## config.mk

```make
export PLATFORM = sky130hd
export DESIGN_NAME = npc_link_unit
export DESIGN_NICKNAME = d
export VERILOG_FILES = /design/src/rtl/npc_pkg.sv /design/src/rtl/npc_decode.sv /design/src/rtl/npc_target.sv /design/src/rtl/npc_trap_seq.sv /design/src/rtl/npc_link_unit.sv
export SDC_FILE = /design/constraint.sdc
export NUM_CORES = 1
export LEC_CHECK = 0
export CORE_AREA = 5 5 57 59
export CTS_CLUSTER_SIZE = 25
export DETAILED_ROUTE_END_ITERATION = 7
export DIE_AREA = 0 0 62 64
export DONT_BUFFER_PORTS = 1
export HOLD_SLACK_MARGIN = 0.15
export PLACE_DENSITY = 0.81
export SLEW_MARGIN = 20
export SYNTH_ARGS = -nofsm -noshare
export SYNTH_HDL_FRONTEND = slang
export SYNTH_SLANG_ARGS = --single-unit
```

## constraint.sdc

```tcl
create_clock -name clk -period 12.1 [get_ports clk]
set_clock_uncertainty 0.05 [all_clocks]
set_input_delay 2.42 -clock clk [delete_from_list [all_inputs] [get_ports clk]]
set_output_delay 2.42 -clock clk [all_outputs]
set_load 0.02 [all_outputs]
```

## src/rtl/npc_pkg.sv

```systemverilog
package npc_pkg;

   localparam int INSTR_W = 16;
   localparam int VEC_W   = 8;

   typedef enum logic [3:0] {
      OPC_BRANCH = 4'b0000,
      OPC_CALL   = 4'b0100,
      OPC_JUMP   = 4'b1100,
      OPC_SYSC   = 4'b1111
   } opcode_e;

   typedef enum logic [2:0] {
      CK_NONE,
      CK_BRANCH,
      CK_CALL_REL,
      CK_CALL_REG,
      CK_JUMP,
      CK_SYSC
   } ctl_kind_e;

endpackage

```

## src/rtl/npc_decode.sv

```systemverilog
module npc_decode
   import npc_pkg::*;
(
   input  logic        valid,
   input  logic        hold,
   input  logic [6:0]  ir_hi,
   input  logic [2:0]  flags,
   input  logic        clk,
   input  logic        rst_n,
   output ctl_kind_e   kind,
   output logic        take
);

   logic [3:0] opc;
   logic [2:0] mask;

   assign opc  = ir_hi[6:3];
   assign mask = ir_hi[2:0];

   always_comb begin
      kind = CK_NONE;
      if (valid && !hold) begin
         unique case (opc)
            OPC_BRANCH: kind = CK_BRANCH;
            OPC_CALL:   kind = ir_hi[2] ? CK_CALL_REL : CK_CALL_REG;
            OPC_JUMP:   kind = CK_JUMP;
            OPC_SYSC:   kind = CK_SYSC;
            default:    kind = CK_NONE;
         endcase
      end
   end

   assign take = (kind == CK_BRANCH) && ((mask & flags) != 3'b000);

   // Input assumption: condition flags always carry exactly one set bit.
   assert_flags_onehot_R2: assert property (@(posedge clk) disable iff (!rst_n)
      $countones(flags) == 1);

   // An empty mask can never produce a taken branch.
   assert_empty_mask_R3: assert property (@(posedge clk) disable iff (!rst_n)
      (kind == CK_BRANCH && mask == 3'b000) |-> !take);

endmodule

```

## src/rtl/npc_target.sv

```systemverilog
module npc_target
   import npc_pkg::*;
#(
   parameter int ADDR_W       = 16,
   parameter bit SHARED_ADDER = 1'b1
) (
   input  logic [ADDR_W-1:0] pc_inc,
   input  logic [10:0]       ir_off,
   input  logic [ADDR_W-1:0] base_val,
   input  ctl_kind_e         kind,
   output logic [ADDR_W-1:0] target
);

   localparam int BR_OFF_W   = 9;
   localparam int CALL_OFF_W = 11;

   logic [ADDR_W-1:0] off_br;
   logic [ADDR_W-1:0] off_call;
   logic [ADDR_W-1:0] rel_sum;
   logic              use_reg;

   assign off_br   = {{(ADDR_W-BR_OFF_W){ir_off[BR_OFF_W-1]}},   ir_off[BR_OFF_W-1:0]};
   assign off_call = {{(ADDR_W-CALL_OFF_W){ir_off[CALL_OFF_W-1]}}, ir_off};
   assign use_reg  = (kind == CK_CALL_REG) || (kind == CK_JUMP);

   generate
      if (SHARED_ADDER) begin : g_shared
         logic [ADDR_W-1:0] off_sel;
         assign off_sel = (kind == CK_CALL_REL) ? off_call : off_br;
         assign rel_sum = pc_inc + off_sel;
      end else begin : g_split
         logic [ADDR_W-1:0] sum_br;
         logic [ADDR_W-1:0] sum_call;
         assign sum_br   = pc_inc + off_br;
         assign sum_call = pc_inc + off_call;
         assign rel_sum  = (kind == CK_CALL_REL) ? sum_call : sum_br;
      end
   endgenerate

   assign target = use_reg ? base_val : rel_sum;

endmodule

```

## src/rtl/npc_trap_seq.sv

```systemverilog
module npc_trap_seq (
   input  logic clk,
   input  logic rst_n,
   input  logic start,
   output logic busy
);

   logic busy_q;

   always_ff @(posedge clk) begin
      if (!rst_n) busy_q <= 1'b0;
      else        busy_q <= start && !busy_q;
   end

   assign busy = busy_q;

   assert_start_then_busy_R8: assert property (@(posedge clk) disable iff (!rst_n)
      start |=> busy);

   assert_busy_single_R8: assert property (@(posedge clk) disable iff (!rst_n)
      busy |=> !busy);

   assert_no_start_in_busy_R9: assert property (@(posedge clk) disable iff (!rst_n)
      busy |-> !start);

endmodule

```

## src/rtl/npc_link_unit.sv

```systemverilog
module npc_link_unit
   import npc_pkg::*;
#(
   parameter int ADDR_W       = 16,
   parameter bit SHARED_ADDER = 1'b1
) (
   input  logic                 clk,
   input  logic                 rst_n,
   input  logic                 instr_valid,
   input  logic [INSTR_W-1:0]   instr,
   input  logic [ADDR_W-1:0]    pc_inc,
   input  logic [ADDR_W-1:0]    base_val,
   input  logic [2:0]           flags,
   input  logic [ADDR_W-1:0]    vec_data,
   output logic [ADDR_W-1:0]    next_pc,
   output logic                 redirect,
   output logic                 link_we,
   output logic [ADDR_W-1:0]    link_data,
   output logic                 vec_req,
   output logic [ADDR_W-1:0]    vec_addr,
   output logic                 busy
);

   generate
      if (ADDR_W < 12 || ADDR_W > 32) begin : g_bad_width
         $error("npc_link_unit: ADDR_W must lie in 12..32");
      end
      if (VEC_W >= ADDR_W) begin : g_bad_vec
         $error("npc_link_unit: vector must be narrower than the address");
      end
   endgenerate

   ctl_kind_e         kind;
   logic              take;
   logic [ADDR_W-1:0] target;

   npc_decode u_decode (
      .valid (instr_valid),
      .hold  (busy),
      .ir_hi (instr[15:9]),
      .flags (flags),
      .clk   (clk),
      .rst_n (rst_n),
      .kind  (kind),
      .take  (take)
   );

   npc_target #(
      .ADDR_W       (ADDR_W),
      .SHARED_ADDER (SHARED_ADDER)
   ) u_target (
      .pc_inc   (pc_inc),
      .ir_off   (instr[10:0]),
      .base_val (base_val),
      .kind     (kind),
      .target   (target)
   );

   npc_trap_seq u_seq (
      .clk   (clk),
      .rst_n (rst_n),
      .start (vec_req),
      .busy  (busy)
   );

   always_comb begin
      next_pc  = pc_inc;
      redirect = 1'b0;
      if (busy) begin
         next_pc  = vec_data;
         redirect = 1'b1;
      end else begin
         unique case (kind)
            CK_BRANCH: begin
               redirect = take;
               if (take) next_pc = target;
            end
            CK_CALL_REL, CK_CALL_REG, CK_JUMP: begin
               redirect = 1'b1;
               next_pc  = target;
            end
            default: ;
         endcase
      end
   end

   assign link_we   = (kind == CK_CALL_REL) || (kind == CK_CALL_REG) || (kind == CK_SYSC);
   assign link_data = pc_inc;
   assign vec_req   = (kind == CK_SYSC);
   assign vec_addr  = {{(ADDR_W-VEC_W){1'b0}}, instr[VEC_W-1:0]};

   assert_vec_low_page_R7: assert property (@(posedge clk) disable iff (!rst_n)
      vec_req |-> (vec_addr >> VEC_W) == '0);

   assert_sysc_no_redirect_R7: assert property (@(posedge clk) disable iff (!rst_n)
      vec_req |-> (!redirect && link_we));

   assert_busy_loads_table_R8: assert property (@(posedge clk) disable iff (!rst_n)
      busy |-> (redirect && next_pc == vec_data));

   assert_busy_quiet_R9: assert property (@(posedge clk) disable iff (!rst_n)
      busy |-> (!link_we && !vec_req));

   assert_call_redirects_R4: assert property (@(posedge clk) disable iff (!rst_n)
      (link_we && !vec_req) |-> redirect);

   assert_idle_sequential_R11: assert property (@(posedge clk) disable iff (!rst_n)
      (!instr_valid && !busy) |-> (!redirect && !link_we && next_pc == pc_inc));

endmodule

```

-- Word-level counts from Yosys, hierarchy flattened
Index checks and enable logic that the tools add are counted.
W data, S select, Z words.
- $add $sub $neg: 1
- equality and inequality tests: 8
- multiplexer cells: 10
- bitwise logic cells: 1
- reduce and logical (&&, ||, !) cells: 10
- operators with widths (operator ; number):
    $mux W16 ; 4
    $pmux W16 S2 ; 1
    $add A16 B16 Y16 ; 1
    $pmux W3 S4 ; 1
    $eq A4 B4 Y1 const B ; 2
    $eq A3 B2 Y1 const B ; 2
    $eq A3 B3 Y1 const B ; 2
    $eq A4 B3 Y1 const B ; 1
    $logic_not A4 Y1 ; 1
    $and A3 B3 Y3 ; 1
    $eq A3 B1 Y1 const B ; 1
    $logic_and A1 B1 Y1 ; 3
    $logic_or A1 B1 Y1 ; 3
    $mux W3 ; 1
    $reduce_bool A3 Y1 ; 1
    $reduce_or A3 Y1 ; 1
    $mux W1 ; 2
    $pmux W1 S2 ; 1
    $logic_not A1 Y1 ; 1
- bits in registers: 1
- bits of input ports: 70
- output and inout bits: 52
- logic and storage cells: 31

-- Logic depth before layout (Yosys ltp)
Gate-level depths: netlist (run 1).
- depth after elaboration: 10
- depth in mapped cells: 11
- gate-level depth less buffers: 10

-- Cells and area by module
Synthesis (run 1) repeated with hierarchy kept, for this count alone.
- cells, all modules: 324
- area total of the unflattened synthesis: 2202.1 sq um
- modules (own cells, without submodules) (module ; instances ; cells each ; area each (sq um) ; seq. area each (sq um)):
    npc_target ; 1 ; 161 ; 1067.3 ; 0.0
    npc_link_unit ; 1 ; 150 ; 1021.0 ; 0.0
    npc_decode ; 1 ; 11 ; 85.1 ; 0.0
    npc_trap_seq ; 1 ; 2 ; 28.8 ; 20.0

-- Least setup slack after synthesis (run 1)
No wires, ideal clock.
- path type: in2out
- start point: in instr[11]
- end point: out next_pc[13]
- arrival time: 4.978 ns
- data required time: 9.630 ns
- path slack: 4.652 ns
- stages on the path: 11
- buffers on the path: 1
- cells stage by stage: nor2b_1 -> or4b_4 -> mux2_2 -> ha_1 -> clkbuf_1 -> nand4_1 -> o211ai_1 -> a31oi_1 -> and3_1 -> o21ai_0 -> a31oi_1
- word-level cells in the longest chain between the ends: 10
- elaborated cells on any way between the ends: 18
- classes of those cells: 1 x add/sub; 4 x eq/ne; 8 x mux; 1 x bitwise; 4 x reduce/logical
- RTL lines (item ; RTL line ; RTL):
    start: declaration ; npc_link_unit.sv:10 ; input logic [INSTR_W-1:0] instr,
    $mux W1 ; npc_decode.sv:25 ; OPC_CALL: kind = ir_hi[2] ? CK_CALL_REL : CK_CALL_REG;
    $pmux W3 S4 ; npc_decode.sv:23 ; unique case (opc)
    $mux W3 ; npc_decode.sv:22 ; if (valid && !hold) begin
    $eq A3 B2 Y1 ; npc_target.sv:29, npc_link_unit.sv:73 ;
    $mux W16 ; npc_target.sv:29 ; assign off_sel = (kind == CK_CALL_REL) ? off_call : off_br;
    $add A16 B16 Y16 ; npc_target.sv:30 ; assign rel_sum = pc_inc + off_sel;
    $mux W16 ; npc_target.sv:40 ; assign target = use_reg ? base_val : rel_sum;
    $mux W16 ; npc_link_unit.sv:76 ; if (take) next_pc = target;
    $pmux W16 S2 (*) ; npc_link_unit.sv:73 ; unique case (kind)
    $mux W16 (*) ; npc_link_unit.sv:69 ; if (busy) begin
    end: declaration ; npc_link_unit.sv:15 ; output logic [ADDR_W-1:0] next_pc,
Mark *: on every way between the ends. The rest lies on a longest branch, timed or not.

-- Worst setup path after layout (run 1)
Same ends and word-level chain as after synthesis.

==> impl_results.md, run 1 <==
- Die area: 3970 um2
- Syn Area/Cell: 6.78 um2
- Worst EP required: 9.63 ns
- Die width: 62 um
- Vias in the first global route: 1,586
- Crit Path Max Fanout: 10
- Die height: 64 um
- CP Capture Type: primary output
- Setup Buffers After CTS: 0
- Slew HR: 0.324
- Hold Path End: u_seq.busy
- EDFF count, synth: 0
- Worst skew pair latency: 0 ns
- Post-synthesis register bit count: 1
- Global-route wire length before repair: 7400 um
- Synth unique cells: 51
- Tcrit/Tclk final: 0.634
- YS warnings: 0
- Synthesis-to-layout area growth: -12.9%
- Area leader, netlist: buf_4
- Initial antenna violation count: 0
- Crit-path cells: nor2b_1 > or4b_4 > mux2_2 > ha_1 > nand4_1 > o211ai_1 > a31oi_1 > and3_1 > o21ai_0 > a31oi_1
- Max reg flops: 1
- Nets: 300
- Finish-stage setup viols: 0
- Most frequent cell after synthesis: buf_4
- GP Congestion: 0.952
- Via density: 6.71
- Post-synthesis sequential area ratio: 0.0120
- IO Count: 122
- Worst path bufs/invs: 0
- Pin count of the biggest net entering global routing: 25
- Max incr delay on CP: 0.51 ns
- Final ANT Viol Nets: 0
- RSZ-0062 raised after global routing: no
- Standard-cell row count: 19
- VDD IR max: 0.0270 mV
- Post-detail-place hpwl: 3900 um
- CP startpoint: instr[11]
- R2r worst-path depth: 3
- Worst EP arrival: 5.20 ns
- Design Area, Final: 1450 um2
- Worst flop-to-flop path startpoint: u_seq.busy
- Final slew viol count: 0
- Via count: 1,625
- HP Class: flop to flop
- Synth cell count leaders: 32 x buf_4, 26 x nand2_1, 21 x o21ai_0
- Post-CTS Resized: 0
- Starting DRC count in detailed routing: 98
- Initial Util: 0.626
- Max Cap Viol: 0
- Worst path top cell family by delay: simple AND/OR/NAND/NOR gates
- WS Path Type: input pin to primary output
- Worst Max-Slew Pin Slew: 1.01 ns
- Most used cell, CP: a31oi_1
- Status: finished, final reports clean
- Residual DRC count: 0
- WL/cell: 19.7 um
- Top post-synthesis cells by area: buf_4 14%, ha_1 12%, o21ai_0 6.3%, nand2_1 5.9%, a21oi_1 5.1%
- Ys async rst share: 0
- Hold_buf cts: 0
- Fill count: 277
- Top cell type's share of synthesized area: 0.144
- RR Endpoint: u_seq.busy
- Pre-CTS setup slack: 4.46 ns
- Worst Hold Launch: u_seq.busy
- Top_reg_cell synth: dfxtp_1
- Antenna diode count: 0
- Layout cells sized above 1: 0.0616
- Nature of the critical path startpoint: input pin
- CTS clk-pin slew, worst paths: 0 ns
- GRT overflow: 0
- Hold-critical path depth: 3
- Synthesized area: 1670 um2
- PnR worst setup slack: 4.43 ns
- PD cells: 48.4 nW/um2
- PortBufs: 0
- First-pass DRT Iterations: 4
- GRT Total Usage: 0.231
- Post-synthesis cell count: 246
- Worst path slowest cell: or4b_4
- Area of placed instances: 1450 um2
- R2R Setup Slk: 10.33 ns
- Minimum clock period: 7.67 ns
- Setup TNS: 0 ns
- Fin. Hold Viols: 0
- F_max: 130 MHz
- Routed WL: 4760 um
- Core area: 2660 um2
- Leak: 0.000597 uW
-- cells in the final DEF, fill, tap and decap left out, drive strengths merged, types with 4 or more instances in the layout --
master   n
a21oi   17
a31oi    8
ha      16
xnor2    5
inv      5
a211oi   7
o21ai   21
nand2   26
nor2    19
nand3    8
conb     8
xor2     4
nand2b   4
o211ai   7
a21o     7
-- cells by family (layout without fill, tap and decap cells) --
family / Yosys count / after routing / share of synthesized area
fa+ha+maj: 17 / 17 / 0.132
xor+xnor: 9 / 9 / 0.0473
simple gates: 78 / 78 / 0.243
compound gates: 88 / 88 / 0.353
buf+inv: 48 / 6 / 0.184
flops: 1 / 1 / 0.0120
other cells: 1 / 8 / 0.00225
mux: 4 / 4 / 0.0263
-- area by class of cell --
cell class	instances	area, um2	area share
Tap cell	31	38.8	0.0267
Inverter	5	18.8	0.0129
Timing Repair Buffer	1	7.51	0.00517
Sequential cell	1	20.0	0.0138
Multi-Input combinational cell	204	1370	0.941
-- stage by stage --
| stage | hold slack (ns) | total power, uW | util | cells |
|---|---|---|---|---|
| 2_1_floorplan | 0.972 | 73.8 | - | 253 |
| 3_3_place_gp | 1.48 | 68.4 | 0.546 | 242 |
| 3_5_place_dp | 1.50 | 69.3 | 0.546 | 242 |
| 4_1_cts | 1.50 | 69.8 | 0.546 | 242 |
| 5_1_grt | 1.58 | 78.0 | 0.546 | 242 |
| 6_report | 1.51 | 70.3 | 0.546 | 242 |
-- per-layer routing --
layer,vias to the layer above,part of all wire,track usage
met3,10,0.12,0.0503
met5,-,0,0
met2,104,0.48,0.398
li1,808,-,-
met4,0,0.017,0.0345
met1,703,0.38,0.292
-- where the power goes --
group / switching, uW / leakage (uW) / internal, uW
Sequential: 0.275 / 0.00000807 / 3.40
Clock: 0 / 0 / 0
Combinational: 41.7 / 0.000589 / 25.0
Total: 41.9 / 0.000597 / 28.3
-- worst reg2reg max path, delay by kind of cell, from the launching register on --
| family | cells | cell delay [ns] |
|---|---|---|
| and+or+nand+nor | 3 | 0.64 |
| DFF | 1 | 0.97 |
-- worst max-delay path by stage --
| stage | slack (ns) | endpoint | cells past startpoint |
|---|---|---|---|
| floorplan | 4.65 | next_pc[13] | 11 |
| global placement | 4.54 | next_pc[13] | 10 |
| detailed placement | 4.46 | next_pc[13] | 10 |
| CTS | 4.46 | next_pc[13] | 10 |
| global route | 4.23 | next_pc[13] | 10 |
| finish | 4.43 | next_pc[13] | 10 |
Power figures use the tool's default switching activity.
==> run 2, diff against run 1 <==
--- a/config.mk
+++ b/config.mk
@@ -5,13 +5,13 @@
 export SDC_FILE = /design/constraint.sdc
 export NUM_CORES = 1
 export LEC_CHECK = 0
-export CORE_AREA = 5 5 57 59
+export CORE_AREA = 5 5 60 62
 export CTS_CLUSTER_SIZE = 25
 export DETAILED_ROUTE_END_ITERATION = 7
-export DIE_AREA = 0 0 62 64
+export DIE_AREA = 0 0 65 67
 export DONT_BUFFER_PORTS = 1
 export HOLD_SLACK_MARGIN = 0.15
-export PLACE_DENSITY = 0.81
+export PLACE_DENSITY = 0.76
 export SLEW_MARGIN = 20
 export SYNTH_ARGS = -nofsm -noshare
 export SYNTH_HDL_FRONTEND = slang
==> constraint.sdc (replaced) <==
create_clock -name clk -period 6.97 [get_ports clk]
set_clock_uncertainty 0.05 [all_clocks]
set_input_delay 1.394 -clock clk [delete_from_list [all_inputs] [get_ports clk]]
set_output_delay 1.394 -clock clk [all_outputs]
set_load 0.02 [all_outputs]
==> impl_results.md, run 2 (synthesis gave the netlist of run 1 again) <==
- Status: finished, final reports clean
- Finish-stage setup viols: 0 (unchanged)
- CP Capture Type: primary output
- Commonest non-fill, non-tap cell in the layout: nand2_1
- Sequential power share: 0.049 (-0.003)
- Post-detail-place hpwl: 3760 um (-3.5%)
- Vias in the first global route: 1,579 (-0.44%)
- PD cells: 82.8 nW/um2 (+71%)
- Setup Buffers After CTS: 0 (unchanged)
- Slew HR: 0.508 (+0.184)
- PortBufs: 0 (unchanged)
- Die height: 67 um (+4.7%)
- Global-route wire length before repair: 7140 um (-3.5%)
- Final slew viol count: 0 (unchanged)
- Setup TNS: 0 ns (unchanged)
- F_max: 178 MHz
- Standard-cell row count: 20 (+1)
- Max Cap Viol: 0 (unchanged)
- Nature of the critical path startpoint: input pin
- Worst Max-Slew Pin Slew: 0.735 ns (-0.278 ns)
- Initial antenna violation count: 0 (unchanged)
- Initial Util: 0.560 (-0.0663)
- Worst EP arrival: 4.16 ns (-1.04 ns)
- Most frequent cells in the layout: 26 x nand2_1, 21 x o21ai_0, 18 x nor2_1
- Routed WL: 4570 um (-4.0%)
- VDD IR max: 0.0384 mV (+42%)
- Worst EP required: 5.53 ns (-4.10 ns)
- Crit Path Max Fanout: 7 (-3)
- Clock power share: 0 (unchanged)
- Layout cells sized above 1: 0.0660 (+0.00443)
- Synthesis-to-layout area growth: -12.3%
- PnR worst setup slack: 1.37 ns (-3.06 ns)
- Nets: 301 (+0.33%)
- Die area: 4360 um2 (+9.8%)
- HP Class: flop to flop
- Tcrit/Tclk final: 0.804
- Pin count of the biggest net entering global routing: 25 (unchanged)
- Pre-CTS setup slack: 1.39 ns (-3.07 ns)
- GP Congestion: 0.891 (-6.3%)
- Worst skew pair latency: 0 ns (unchanged)
- Residual DRC count: 0 (unchanged)
- Max reg flops: 1 (unchanged)
- GRT Total Usage: 0.198 (-0.0331)
- First-pass DRT Iterations: 4 (unchanged)
- Core area: 2980 um2 (+12%)
- Final ANT Viol Nets: 0 (unchanged)
- Logic gate share of total power: 0.951 (+0.003)
- Antenna diode count: 0 (unchanged)
- WS Path Type: input pin to primary output
- WL/cell: 18.6 um (-5.2%)
- Leak: 0.000602 uW (+0.91%)
- Fin. Hold Viols: 0 (unchanged)
- Die width: 65 um (+4.8%)
- Via count: 1,669 (+2.7%)
- Post-CTS Resized: 0 (unchanged)
- Starting DRC count in detailed routing: 86 (-12%)
- Net Sw Frac: 0.594 (-0.00263)
- Hold_buf cts: 0 (unchanged)
- Switching pwr: 71.9 uW (+72%)
- IO Count: 122 (unchanged)
- GRT overflow: 0 (unchanged)
- Via density: 6.81 (+1.5%)
- Minimum clock period: 5.60 ns
- Int Pwr: 49.2 uW (+73%)
- RSZ-0062 raised after global routing: no
- CTS clk-pin slew, worst paths: 0 ns (unchanged)
==> run 2: stage by stage <==
step           total power, uW   util  area [um2]  cells  hold slack [ns]
3_5_place_dp               120  0.491        1460    245             1.14
6_report                   121  0.491        1460    245             1.12
4_1_cts                    121  0.491        1460    245             1.14
2_1_floorplan              128      -        1690    253            0.972
3_3_place_gp               119  0.491        1460    245             1.10
5_1_grt                    134  0.491        1460    245             1.20
==> run 2: path summary, 6_finish.rpt <==
check             cells after the start  slack [ns]           to  startpoint
setup / recovery                     10        1.37  next_pc[13]   instr[11]
hold / removal                        4        1.12   u_seq.busy  u_seq.busy
setup reg to reg                      4        5.58   u_seq.busy  u_seq.busy
hold reg to reg                       4        1.12   u_seq.busy  u_seq.busy
==> run 2: cell type report <==
cell class | instances | area [um2]
tap | 33 | 41.3
multi-input combinational | 204 | 1370
fill | 317 | 1520
inverter | 5 | 18.8
sequential | 1 | 20.0
timing repair buffer | 2 | 15.0
==> run 2: power groups by stage <==
stage,Combinational (uW),Sequential (uW),Clock (uW)
2_1_floorplan,122,6.04,0
3_3_place_gp,113,5.91,0
3_5_place_dp,114,5.92,0
4_1_cts,115,5.92,0
5_1_grt,128,5.92,0
6_report,115,5.92,0
==> run 2: layer usage <==
metal / up-vias / global-route usage / wire (um)
met5: - / 0 / 0
met2: 90 / 0.396 / 2290
met1: 764 / 0.229 / 1820
met4: 0 / 0.0290 / 59
met3: 4 / 0.0152 / 397
li1: 811 / - / -
==> run 2: worst max-delay path, stage by stage <==
cell and delay, ns:
nor2b_1 0.20, or4b_4 0.52, mux2_2 0.35, ha_1 0.39
nand4_1 0.14, o211ai_1 0.09, a31oi_1 0.31, and3_1 0.21
o21ai_0 0.08, a31oi_1 0.47
